**src/rtl/chg_tmr_pkg.sv**
```systemverilog
// Shared types for the charge safety timer pair.
// Assumes: nothing beyond the synthesizable subset.
package chg_tmr_pkg;

    // Supervision mode of the timer pair
    typedef enum logic [1:0] {
        MODE_IDLE  = 2'd0,  // no timer running
        MODE_UNATT = 2'd1,  // unattended timer running
        MODE_HOST  = 2'd2,  // host watchdog running
        MODE_HALT  = 2'd3   // unattended expiry, waiting for the host
    } chg_mode_e;

    localparam logic [2:0] FLT_NONE  = 3'b000;
    localparam logic [2:0] FLT_TIMER = 3'b110;

endpackage

```
**src/rtl/chg_tick_counter.sv**
```systemverilog
// Tick counter with clear priority and an expiry flag.
// done_o is high in the cycle whose advance completes LIMIT counts;
// the count then wraps to zero. Assumes LIMIT >= 2.
module chg_tick_counter #(
    parameter int unsigned LIMIT = 32,
    localparam int unsigned CW   = $clog2(LIMIT + 1)
) (
    input  logic          clk,
    input  logic          rst_n,
    input  logic          clr_i,
    input  logic          adv_i,
    output logic [CW-1:0] cnt_o,
    output logic          done_o
);
    localparam logic [CW-1:0] LAST = CW'(LIMIT - 1);

    logic [CW-1:0] cnt_q;

    // Count advances; clear wins; wrap on completion
    always_ff @(posedge clk) begin
        if (!rst_n) begin
            cnt_q <= '0;
        end else if (clr_i) begin
            cnt_q <= '0;
        end else if (adv_i) begin
            if (cnt_q == LAST) cnt_q <= '0;
            else               cnt_q <= cnt_q + 1'b1;
        end
    end

    // Expiry when the last count is advanced past
    always_comb done_o = adv_i && !clr_i && (cnt_q == LAST);

    assign cnt_o = cnt_q;

endmodule

```
**src/rtl/chg_tmr_sequencer.sv**
```systemverilog
// Mode sequencer: decides which timer runs, when counts clear or hold,
// and raises one-cycle expiry events.
// Assumes: the counters report done only on an advanced tick.
// Priority inside a cycle: stop bits, then host strobes, then expiry.
module chg_tmr_sequencer
    import chg_tmr_pkg::*;
(
    input  logic      clk,
    input  logic      rst_n,
    input  logic      tick_i,
    input  logic      chg_start_i,
    input  logic      reg_wr_i,
    input  logic      tmr_rst_i,
    input  logic      dis_pin_i,
    input  logic      therm_susp_i,
    input  logic      hiz_i,
    input  logic      chg_inh_i,
    input  logic      long_done_i,
    input  logic      short_done_i,
    output logic      long_clr_o,
    output logic      long_adv_o,
    output logic      short_clr_o,
    output logic      short_adv_o,
    output logic      long_ev_o,
    output logic      short_ev_o,
    output chg_mode_e mode_o
);
    chg_mode_e mode_q, mode_d;
    logic      stop, run;

    // Gate terms shared by both timers
    always_comb begin
        stop = hiz_i || chg_inh_i;
        run  = tick_i && !therm_susp_i && !dis_pin_i;
    end

    // Counter control per mode
    always_comb begin
        long_clr_o  = 1'b1;
        long_adv_o  = 1'b0;
        short_clr_o = 1'b1;
        short_adv_o = 1'b0;
        if (mode_q == MODE_UNATT) begin
            long_clr_o = dis_pin_i || stop || reg_wr_i;
            long_adv_o = run && !stop && !reg_wr_i;
        end
        if (mode_q == MODE_HOST) begin
            short_clr_o = tmr_rst_i || stop;
            short_adv_o = run && !stop && !tmr_rst_i;
        end
    end

    // Expiry events from the running timer
    always_comb begin
        long_ev_o  = (mode_q == MODE_UNATT) && long_done_i;
        short_ev_o = (mode_q == MODE_HOST) && short_done_i;
    end

    // Next mode
    always_comb begin
        mode_d = mode_q;
        unique case (mode_q)
            MODE_IDLE: begin
                if (!stop && reg_wr_i)         mode_d = MODE_HOST;
                else if (!stop && chg_start_i) mode_d = MODE_UNATT;
            end
            MODE_UNATT: begin
                if (stop)           mode_d = MODE_IDLE;
                else if (reg_wr_i)  mode_d = MODE_HOST;
                else if (long_ev_o) mode_d = MODE_HALT;
            end
            MODE_HOST: begin
                if (stop)            mode_d = MODE_IDLE;
                else if (short_ev_o) mode_d = MODE_UNATT;
            end
            MODE_HALT: begin
                if (!stop && reg_wr_i) mode_d = MODE_HOST;
            end
            default: mode_d = MODE_IDLE;
        endcase
    end

    // Mode register
    always_ff @(posedge clk) begin
        if (!rst_n) mode_q <= MODE_IDLE;
        else        mode_q <= mode_d;
    end

    assign mode_o = mode_q;

endmodule

```
**src/rtl/chg_fault_reporter.sv**
```systemverilog
// Turns expiry events into registered strobes and a held fault code.
// Assumes: at most one expiry event per cycle.
module chg_fault_reporter
    import chg_tmr_pkg::*;
(
    input  logic       clk,
    input  logic       rst_n,
    input  logic       long_ev_i,
    input  logic       short_ev_i,
    input  logic       fault_clr_i,
    output logic       term_o,
    output logic       load_dflt_o,
    output logic       set_ce_o,
    output logic       stat_pulse_o,
    output logic [2:0] fault_o
);
    // One-cycle strobes per expiry
    always_ff @(posedge clk) begin
        if (!rst_n) begin
            term_o       <= 1'b0;
            set_ce_o     <= 1'b0;
            load_dflt_o  <= 1'b0;
            stat_pulse_o <= 1'b0;
        end else begin
            term_o       <= long_ev_i;
            set_ce_o     <= long_ev_i;
            load_dflt_o  <= short_ev_i;
            stat_pulse_o <= long_ev_i || short_ev_i;
        end
    end

    // Held fault code; an expiry outranks a clear
    always_ff @(posedge clk) begin
        if (!rst_n)                      fault_o <= FLT_NONE;
        else if (long_ev_i || short_ev_i) fault_o <= FLT_TIMER;
        else if (fault_clr_i)            fault_o <= FLT_NONE;
    end

endmodule

```
**src/rtl/chg_safety_timer.sv**
```systemverilog
// Top: unattended-charge timer and host-alive watchdog with handover.
// Assumes: tick_i is a one-cycle strobe from a slow timebase; all
// inputs are synchronous to clk; LONG_TICKS and SHORT_TICKS >= 2.
module chg_safety_timer
    import chg_tmr_pkg::*;
#(
    parameter int unsigned LONG_TICKS  = 900,
    parameter int unsigned SHORT_TICKS = 32,
    localparam int unsigned LCW = $clog2(LONG_TICKS + 1),
    localparam int unsigned SCW = $clog2(SHORT_TICKS + 1)
) (
    input  logic       clk,
    input  logic       rst_n,
    input  logic       tick_i,
    input  logic       chg_start_i,
    input  logic       reg_wr_i,
    input  logic       tmr_rst_i,
    input  logic       dis_pin_i,
    input  logic       therm_susp_i,
    input  logic       hiz_i,
    input  logic       chg_inh_i,
    input  logic       fault_clr_i,
    output logic       term_o,
    output logic       load_dflt_o,
    output logic       set_ce_o,
    output logic [2:0] fault_o,
    output logic       stat_pulse_o
);
    logic           long_clr, long_adv, long_done, long_ev;
    logic           short_clr, short_adv, short_done, short_ev;
    logic [LCW-1:0] long_cnt;
    logic [SCW-1:0] short_cnt;
    chg_mode_e      mode;

    chg_tmr_sequencer i_seq (
        .clk          (clk),
        .rst_n        (rst_n),
        .tick_i       (tick_i),
        .chg_start_i  (chg_start_i),
        .reg_wr_i     (reg_wr_i),
        .tmr_rst_i    (tmr_rst_i),
        .dis_pin_i    (dis_pin_i),
        .therm_susp_i (therm_susp_i),
        .hiz_i        (hiz_i),
        .chg_inh_i    (chg_inh_i),
        .long_done_i  (long_done),
        .short_done_i (short_done),
        .long_clr_o   (long_clr),
        .long_adv_o   (long_adv),
        .short_clr_o  (short_clr),
        .short_adv_o  (short_adv),
        .long_ev_o    (long_ev),
        .short_ev_o   (short_ev),
        .mode_o       (mode)
    );

    chg_tick_counter #(.LIMIT(LONG_TICKS)) i_long_ctr (
        .clk    (clk),
        .rst_n  (rst_n),
        .clr_i  (long_clr),
        .adv_i  (long_adv),
        .cnt_o  (long_cnt),
        .done_o (long_done)
    );

    chg_tick_counter #(.LIMIT(SHORT_TICKS)) i_short_ctr (
        .clk    (clk),
        .rst_n  (rst_n),
        .clr_i  (short_clr),
        .adv_i  (short_adv),
        .cnt_o  (short_cnt),
        .done_o (short_done)
    );

    chg_fault_reporter i_rpt (
        .clk          (clk),
        .rst_n        (rst_n),
        .long_ev_i    (long_ev),
        .short_ev_i   (short_ev),
        .fault_clr_i  (fault_clr_i),
        .term_o       (term_o),
        .load_dflt_o  (load_dflt_o),
        .set_ce_o     (set_ce_o),
        .stat_pulse_o (stat_pulse_o),
        .fault_o      (fault_o)
    );

endmodule

```
**config.mk**
```make
export PLATFORM = sky130hd
export DESIGN_NAME = chg_safety_timer
export DESIGN_NICKNAME = d
export VERILOG_FILES = /design/src/rtl/chg_tmr_pkg.sv /design/src/rtl/chg_tick_counter.sv /design/src/rtl/chg_tmr_sequencer.sv /design/src/rtl/chg_fault_reporter.sv /design/src/rtl/chg_safety_timer.sv
export SDC_FILE = /design/constraint.sdc
export NUM_CORES = 1
export LEC_CHECK = 0
export BUFFER_PORTS_ARGS = -buffer_cell sky130_fd_sc_hd__buf_2
export CAP_MARGIN = 5
export CELL_PAD_IN_SITES_DETAIL_PLACEMENT = 0
export CELL_PAD_IN_SITES_GLOBAL_PLACEMENT = 1
export CORE_UTILIZATION = 40
export DETAILED_ROUTE_END_ITERATION = 8
export PLACE_DENSITY = 0.83
export SYNTH_ARGS = -nofsm -noshare
export SYNTH_HDL_FRONTEND = slang
export SYNTH_SLANG_ARGS = --single-unit
```
**constraint.sdc**
```tcl
create_clock -name clk -period 2.7 [get_ports clk]
set_input_delay 0.405 -clock clk [delete_from_list [all_inputs] [get_ports clk]]
set_output_delay 0.405 -clock clk [all_outputs]
set_load 0.005 [all_outputs]
```
==> results of run 1 <==
==> worst paths after layout <==
path / cells after the start / from / endpoint
worst max-delay path: 4 / i_seq.mode_o[1]$_SDFFE_PN0P_ / i_short_ctr.cnt_o[5]$_SDFFE_PP0N_
worst min-delay path: 2 / rst_n / i_rpt.fault_o[1]$_SDFFE_PN0P_
worst max register to register: 4 / i_seq.mode_o[1]$_SDFFE_PN0P_ / i_short_ctr.cnt_o[5]$_SDFFE_PP0N_
worst min register to register: 2 / i_long_ctr.cnt_o[9]$_SDFFE_PP0N_ / i_long_ctr.cnt_o[9]$_SDFFE_PP0N_
==> area by class of cell <==
class | instances | area (µm²) | area share [%]
repair buffers | 19 | 103 | 7.93
well taps | 31 | 38.8 | 3.00
flip-flops and latches | 22 | 440 | 34.0
inverters | 2 | 7.51 | 0.580
multi-input cells | 104 | 668 | 51.6
clock buffers | 4 | 36.3 | 2.80
==> placed cells by master (no fill, tap or decap), types with 3 or more instances in the layout <==
cell type / instances
clkbuf_4: 3
nand3_1: 9
nor2_1: 13
o21ai_0: 8
nand4_1: 7
nor2b_1: 3
dfxtp_1: 22
and2_1: 3
nand2_1: 7
buf_2: 16
or3_1: 5
buf_4: 3
a21oi_1: 8
xor2_1: 7
and3_1: 3
==> cell families (layout without fill, tap and decap cells) <==
group	Yosys count	count (layout)	synth area share, %
simple gates	66	66	34.7
buf+inv	8	25	3.70
fa+ha+maj	2	2	2.17
flops	22	22	38.3
mux	2	2	1.74
other cells	1	1	0.326
xor+xnor	8	8	6.09
compound gates	25	25	13.0
==> report_power, final <==
part	switching, mW	total, mW	internal (mW)
clock network	0.102	0.185	0.0824
registers	0.00459	0.331	0.326
logic	0.0208	0.0395	0.0187
==> flip-flops by register name, summed over array words and instances (netlist names) <==
name,cells
i_long_ctr.cnt_o,10
i_short_ctr.cnt_o,6
i_seq.mode_o,2
i_rpt.fault_o,1
i_rpt.load_dflt_o,1
i_rpt.set_ce_o,1
i_rpt.stat_pulse_o,1
==> layer usage <==
layer,vias up,global-route usage (%),share of wire (%)
met5,-,0,0
met2,25,27.4,46
li1,529,-,-
met4,0,8.93,1.5
met3,4,4.65,5.5
met1,453,19.5,47
==> critical path: stages, from the launching register on <==
cell	delay [ns]
dfxtp_1	0.56
nor3b_1	0.39
nand3_1	0.27
or4_1	0.45
a21oi_1	0.14
==> per-stage QoR <==
| stage | cell area [µm²] | worst slack [ns] | hold WS [ns] | util, % |
|---|---|---|---|---|
| finish | 1290 | 0.849 | 0.366 | 47.3 |
| global route | 1290 | 0.618 | 0.364 | 47.3 |
| CTS | 1290 | 0.847 | 0.362 | 47.3 |
| detailed placement | 1260 | 0.890 | 0.473 | 46.0 |
| global placement | 1260 | 0.953 | 0.466 | 46.0 |
| floorplan | 1150 | 1.02 | 0.447 | - |
==> summary.md, run 1 <==
| Metric | Value |
|---|---|
| Die area | `~0.0031 mm²` |
| Hold Buf Count CTS | `0` |
| Syn Area/Cell | `around 8.6 µm²` |
| Worst Path Arrival | `2.10 ns` |
| Max_cap viols | `0` |
| Vias per cell | `5.55` |
| Initial antenna violation count | `0` |
| GR Util All Layers | `between 10% and 20%` |
| Post-Syn Area | `between 0.001 and 0.0015 mm²` |
| H-Tree Depth | `1` |
| FFs w/ async S/R, synth | `0%` |
| Leak pwr | `0.468 nW` |
| Total number of vias | `1,011` |
| Max Clk Rate | `540 MHz` |
| Post-layout instance count excluding filler cells | `182` |
| PostCTS Resize Cnt | `0` |
| Largest net degree at the start of global routing | `17` |
| Die span in x | `55.6 µm` |
| GP Congestion | `0.824` |
| Vias in the first global route | `1,004` |
| Final Power | `roughly 0.56 mW` |
| Setup_tns | `0 ns` |
| # rows | `19` |
| Status | `completed` |
| Count leader, synth | `dfxtp_1` |
| Number of fill cells | `approximately 280` |
| Share of cells above drive strength 1 | `19.2%` |
| Num Clock Sinks | `22` |
| Ys flop type | `dfxtp_1` |
| YS warnings | `0` |
| Deepest clock path buffer count | `2` |
| Pwr/cell area | `approximately 430 mW/mm²` |
| Max Slew Vio Count | `0` |
| Final-stage net count | `around 170` |
| Final worst path period need | `1.85 ns` |
| Final period utilization | `68.6%` |
| Layout Area Growth over Synthesis | `12.4%` |
| Worst-Skew Late Latency | `0.31 ns` |
| WP data required | `2.95 ns` |
| Setup Buffers After CTS | `0` |
| Yosys reg bits | `22` |
| Root buffer cell | `clkbuf_4` |
| Antenna-violating nets left | `0` |
| Antenna Cells | `0` |
| Area fraction of the dominant cell type after synthesis | `38.3%` |
| CTS Buf Count | `3` |
| CTS tree | `done` |
| CP Max Fanout | `10` |
| TritonRoute pass-1 iters | `4` |
| Drt total wl | `2280 µm` |
| Die height | `55.6 µm` |
| Synth Net Count | `~150` |
| Type of the most critical hold path | `in -> reg` |
| Top Ports | `18` |
| Dpl hpwl | `1690 µm` |
| First-iteration detailed-routing DRC count | `26` |
| Top cells by count, synth | `dfxtp_1, nor2_1, nand3_1, a21oi_1, o21ai_0` |
| First-pass GRT wire length | `a little over 4000 µm` |
| Yosys top cell by area | `dfxtp_1` |
| # DRC | `0` |
| Grt total ovfl | `0` |
| Unrepaired setup endpoints after global routing | `no` |
| Average routed wire per standard cell | `12.5 µm` |
| Setup Skew | `0.0132 ns` |
| Starting Density | `42.1%` |
| CORE AREA | `around 0.0027 mm²` |
| Post-Syn Instances | `134` |
| WS Path Type | `reg -> reg` |
| Synth cell types | `39` |
| Crit end category | `flip-flop` |
| Critical Path Source Type | `flip-flop` |
| FF-to-FF setup slack | `0.85 ns` |
| Setup violations, final | `0` |
| Port bufs | `16` |
| Worst VDD drop | `0.000269 V` |
| Final hold vios | `0` |
| Ranking of synthesized cells by area | `dfxtp_1, xor2_1, nor2_1` |
| Seq/Total Area, Yosys | `38.3%` |
| Post-synth EDFFs | `0` |
| DP Cell Count | `between 150 and 200` |
| Clock-pin slew on the worst setup and hold paths | `0.13 ns` |
Power figures use the tool's default switching activity.
==> run 2: changes to the inputs <==
- clock period: 2.7 -> 1.9 ns (I/O delays scaled with it)
==> summary.md, run 2 (same netlist as run 1, synthesis figures left out) <==
| Metric | Value |
|---|---|
| Status | `completed` |
| GP Congestion | `around 0.82` |
| First-pass GRT wire length | `3990 µm` |
| Deepest clock path buffer count | `2` |
| Reg power frac | `approximately 65%` |
| Post-layout instance count excluding filler cells | `183` |
| Critical-path cell list | `nor3b_4 -> nand4_2 -> or4_1 -> a21oi_1` |
| Antenna-violating nets left | `0` |
| Critical path's top delay family | `simple AND/OR/NAND/NOR gates` |
| # DRC | `0` |
| Dpl hpwl | `1720 µm` |
| Clock-pin slew on the worst setup and hold paths | `0.11 ns` |
| H-Tree Depth | `1` |
| FF-to-FF setup slack | `0.22 ns` |
| Hold Buf Count CTS | `0` |
| Hold Path Stages | `2` |
| # rows | `19` |
| DP Cell Count | `180` |
| CP Max Fanout | `8` |
| WS Path Type | `reg -> reg` |
| Most frequent cells in the layout | `dfxtp_1, buf_2, nor2_1` |
| CTS tree | `done` |
| Max Clk Rate | `595 MHz` |
| Worst path max stage delay | `~0.50 ns` |
| Start point of the worst hold path | `rst_n` |
| TritonRoute pass-1 iters | `4` |
| Post-layout utilization of the core | `between 40% and 50%` |
| Setup Skew | `roughly 0.0056 ns` |
| Average routed wire per standard cell | `between 10 and 15 µm` |
| Initial antenna violation count | `0` |
| Leak pwr | `between 0.4 and 0.5 nW` |
| Drt total wl | `2310 µm` |
| Root buffer cell | `clkbuf_4` |
| CTS Buf Count | `3` |
| Clock power frac | `~27%` |
| Most common cell after layout, fill and taps aside | `dfxtp_1` |
| Final period utilization | `88.4%` |
| Vias in the first global route | `932` |
| Top Ports | `18` |
| Grt total ovfl | `0` |
| Critical Path Source Type | `flip-flop` |
| Setup_tns | `0 ns` |
| Buf/Inv on CP | `0` |
| Antenna Cells | `0` |
| GR Util All Layers | `15.9%` |
| First-iteration detailed-routing DRC count | `55` |
| Type of the most critical hold path | `in -> reg` |
| Die area | `~0.0031 mm²` |
| Share of cells above drive strength 1 | `20.4%` |
| WP data required | `2.12 ns` |
| Sw Pwr | `0.163 mW` |
| Total number of vias | `between 1,000 and 1,500` |
| Crit path launch | `i_seq.mode_o[0]$_SDFFE_PN0P_` |
| Internal | `0.566 mW` |
| Layout Area Growth over Synthesis | `12.6%` |
| Setup violations, final | `0` |
| Port bufs | `16` |
| Unrepaired setup endpoints after global routing | `no` |
| Worst-Skew Late Latency | `between 0.2 and 0.3 ns` |
| Vias per cell | `5.52` |
| PostCTS Resize Cnt | `0` |
| Die span in x | `~56 µm` |
| Reg-to-Reg Start | `i_seq.mode_o[0]$_SDFFE_PN0P_` |
| Pwr/cell area | `between 500 and 600 mW/mm²` |
| Worst VDD drop | `approximately 0.00027 V` |
| Max Slew Vio Count | `0` |
| Num Clock Sinks | `22` |
| Hold Slack | `0.284 ns` |
| Starting Density | `between 40 and 50%` |
| Die height | `55.6 µm` |
| Worst Path Arrival | `1.90 ns` |
| Comb power frac | `8.3%` |
| Largest net degree at the start of global routing | `12` |
| CORE AREA | `0.00273 mm²` |
| Final hold vios | `0` |
| Switching Share | `between 20% and 30%` |
| Final-stage net count | `167` |
| Slowest-stage cell, CP | `or4_1` |
| Worst Hold End | `i_rpt.fault_o[1]$_SDFFE_PN0P_` |
| Max_cap viols | `0` |
| Setup Buffers After CTS | `0` |
| Crit end category | `flip-flop` |
| Depth of the most critical reg-to-reg path | `4` |
| Worst flop-to-flop path endpoint | `i_long_ctr.cnt_o[9]$_SDFFE_PP0N_` |
| Max reg flops | `10` |
| Final worst path period need | `1.68 ns` |
run 2: cell count changes in the layout (fill, tap and decap cells not counted):
cell / before / now
dfxtp_2: 0 / 1
buf_4: 3 / 5
dfxtp_1: 22 / 21
clkbuf_8: 1 / 0
run 2: area by class of cell:
cell class / instances / area [µm²]
clock buffers: 3 / 22.5
multi-input cells: 104 / 668
flip-flops and latches: 22 / 442
repair buffers: 21 / 118
well taps: 31 / 38.8
fillers: 282 / 1440
inverters: 2 / 7.51
run 2: how the worst max path moves through the flow:
stage,cells past startpoint,to,slack (ns)
floorplan,5,i_long_ctr.cnt_o[9]$_SDFFE_PP0N_,0.25
global placement,4,i_short_ctr.cnt_o[5]$_SDFFE_PP0N_,0.25
detailed placement,4,i_short_ctr.cnt_o[5]$_SDFFE_PP0N_,0.19
CTS,4,i_short_ctr.cnt_o[5]$_SDFFE_PP0N_,0.15
global route,4,i_short_ctr.cnt_o[5]$_SDFFE_PP0N_,0.07
finish,4,i_long_ctr.cnt_o[9]$_SDFFE_PP0N_,0.22
run 2: layer usage:
metal / track usage, % / part of all wire (%)
met5: 0 / 0
met4: 7.14 / 2.4
met3: 3.02 / 4.6
met2: 24.6 / 43
met1: 21.6 / 50
run 2: power by group through the flow:
| stage | sequential, mW | clock (mW) | combinational, mW |
|---|---|---|---|
| 2_1_floorplan | 0.477 | 0 | 0.0352 |
| 3_3_place_gp | 0.480 | 0 | 0.0586 |
| 3_5_place_dp | 0.480 | 0 | 0.0592 |
| 4_1_cts | 0.470 | 0.216 | 0.0594 |
| 5_1_grt | 0.471 | 0.231 | 0.0661 |
| 6_report | 0.470 | 0.199 | 0.0603 |
run 2: metrics by stage:
step | instance area [µm²] | setup slack, ns | power [mW]
6_report | 1300 | 0.220 | 0.729
5_1_grt | 1300 | 0.0723 | 0.768
4_1_cts | 1290 | 0.151 | 0.746
3_5_place_dp | 1270 | 0.186 | 0.539
3_3_place_gp | 1270 | 0.252 | 0.539
2_1_floorplan | 1150 | 0.249 | 0.512
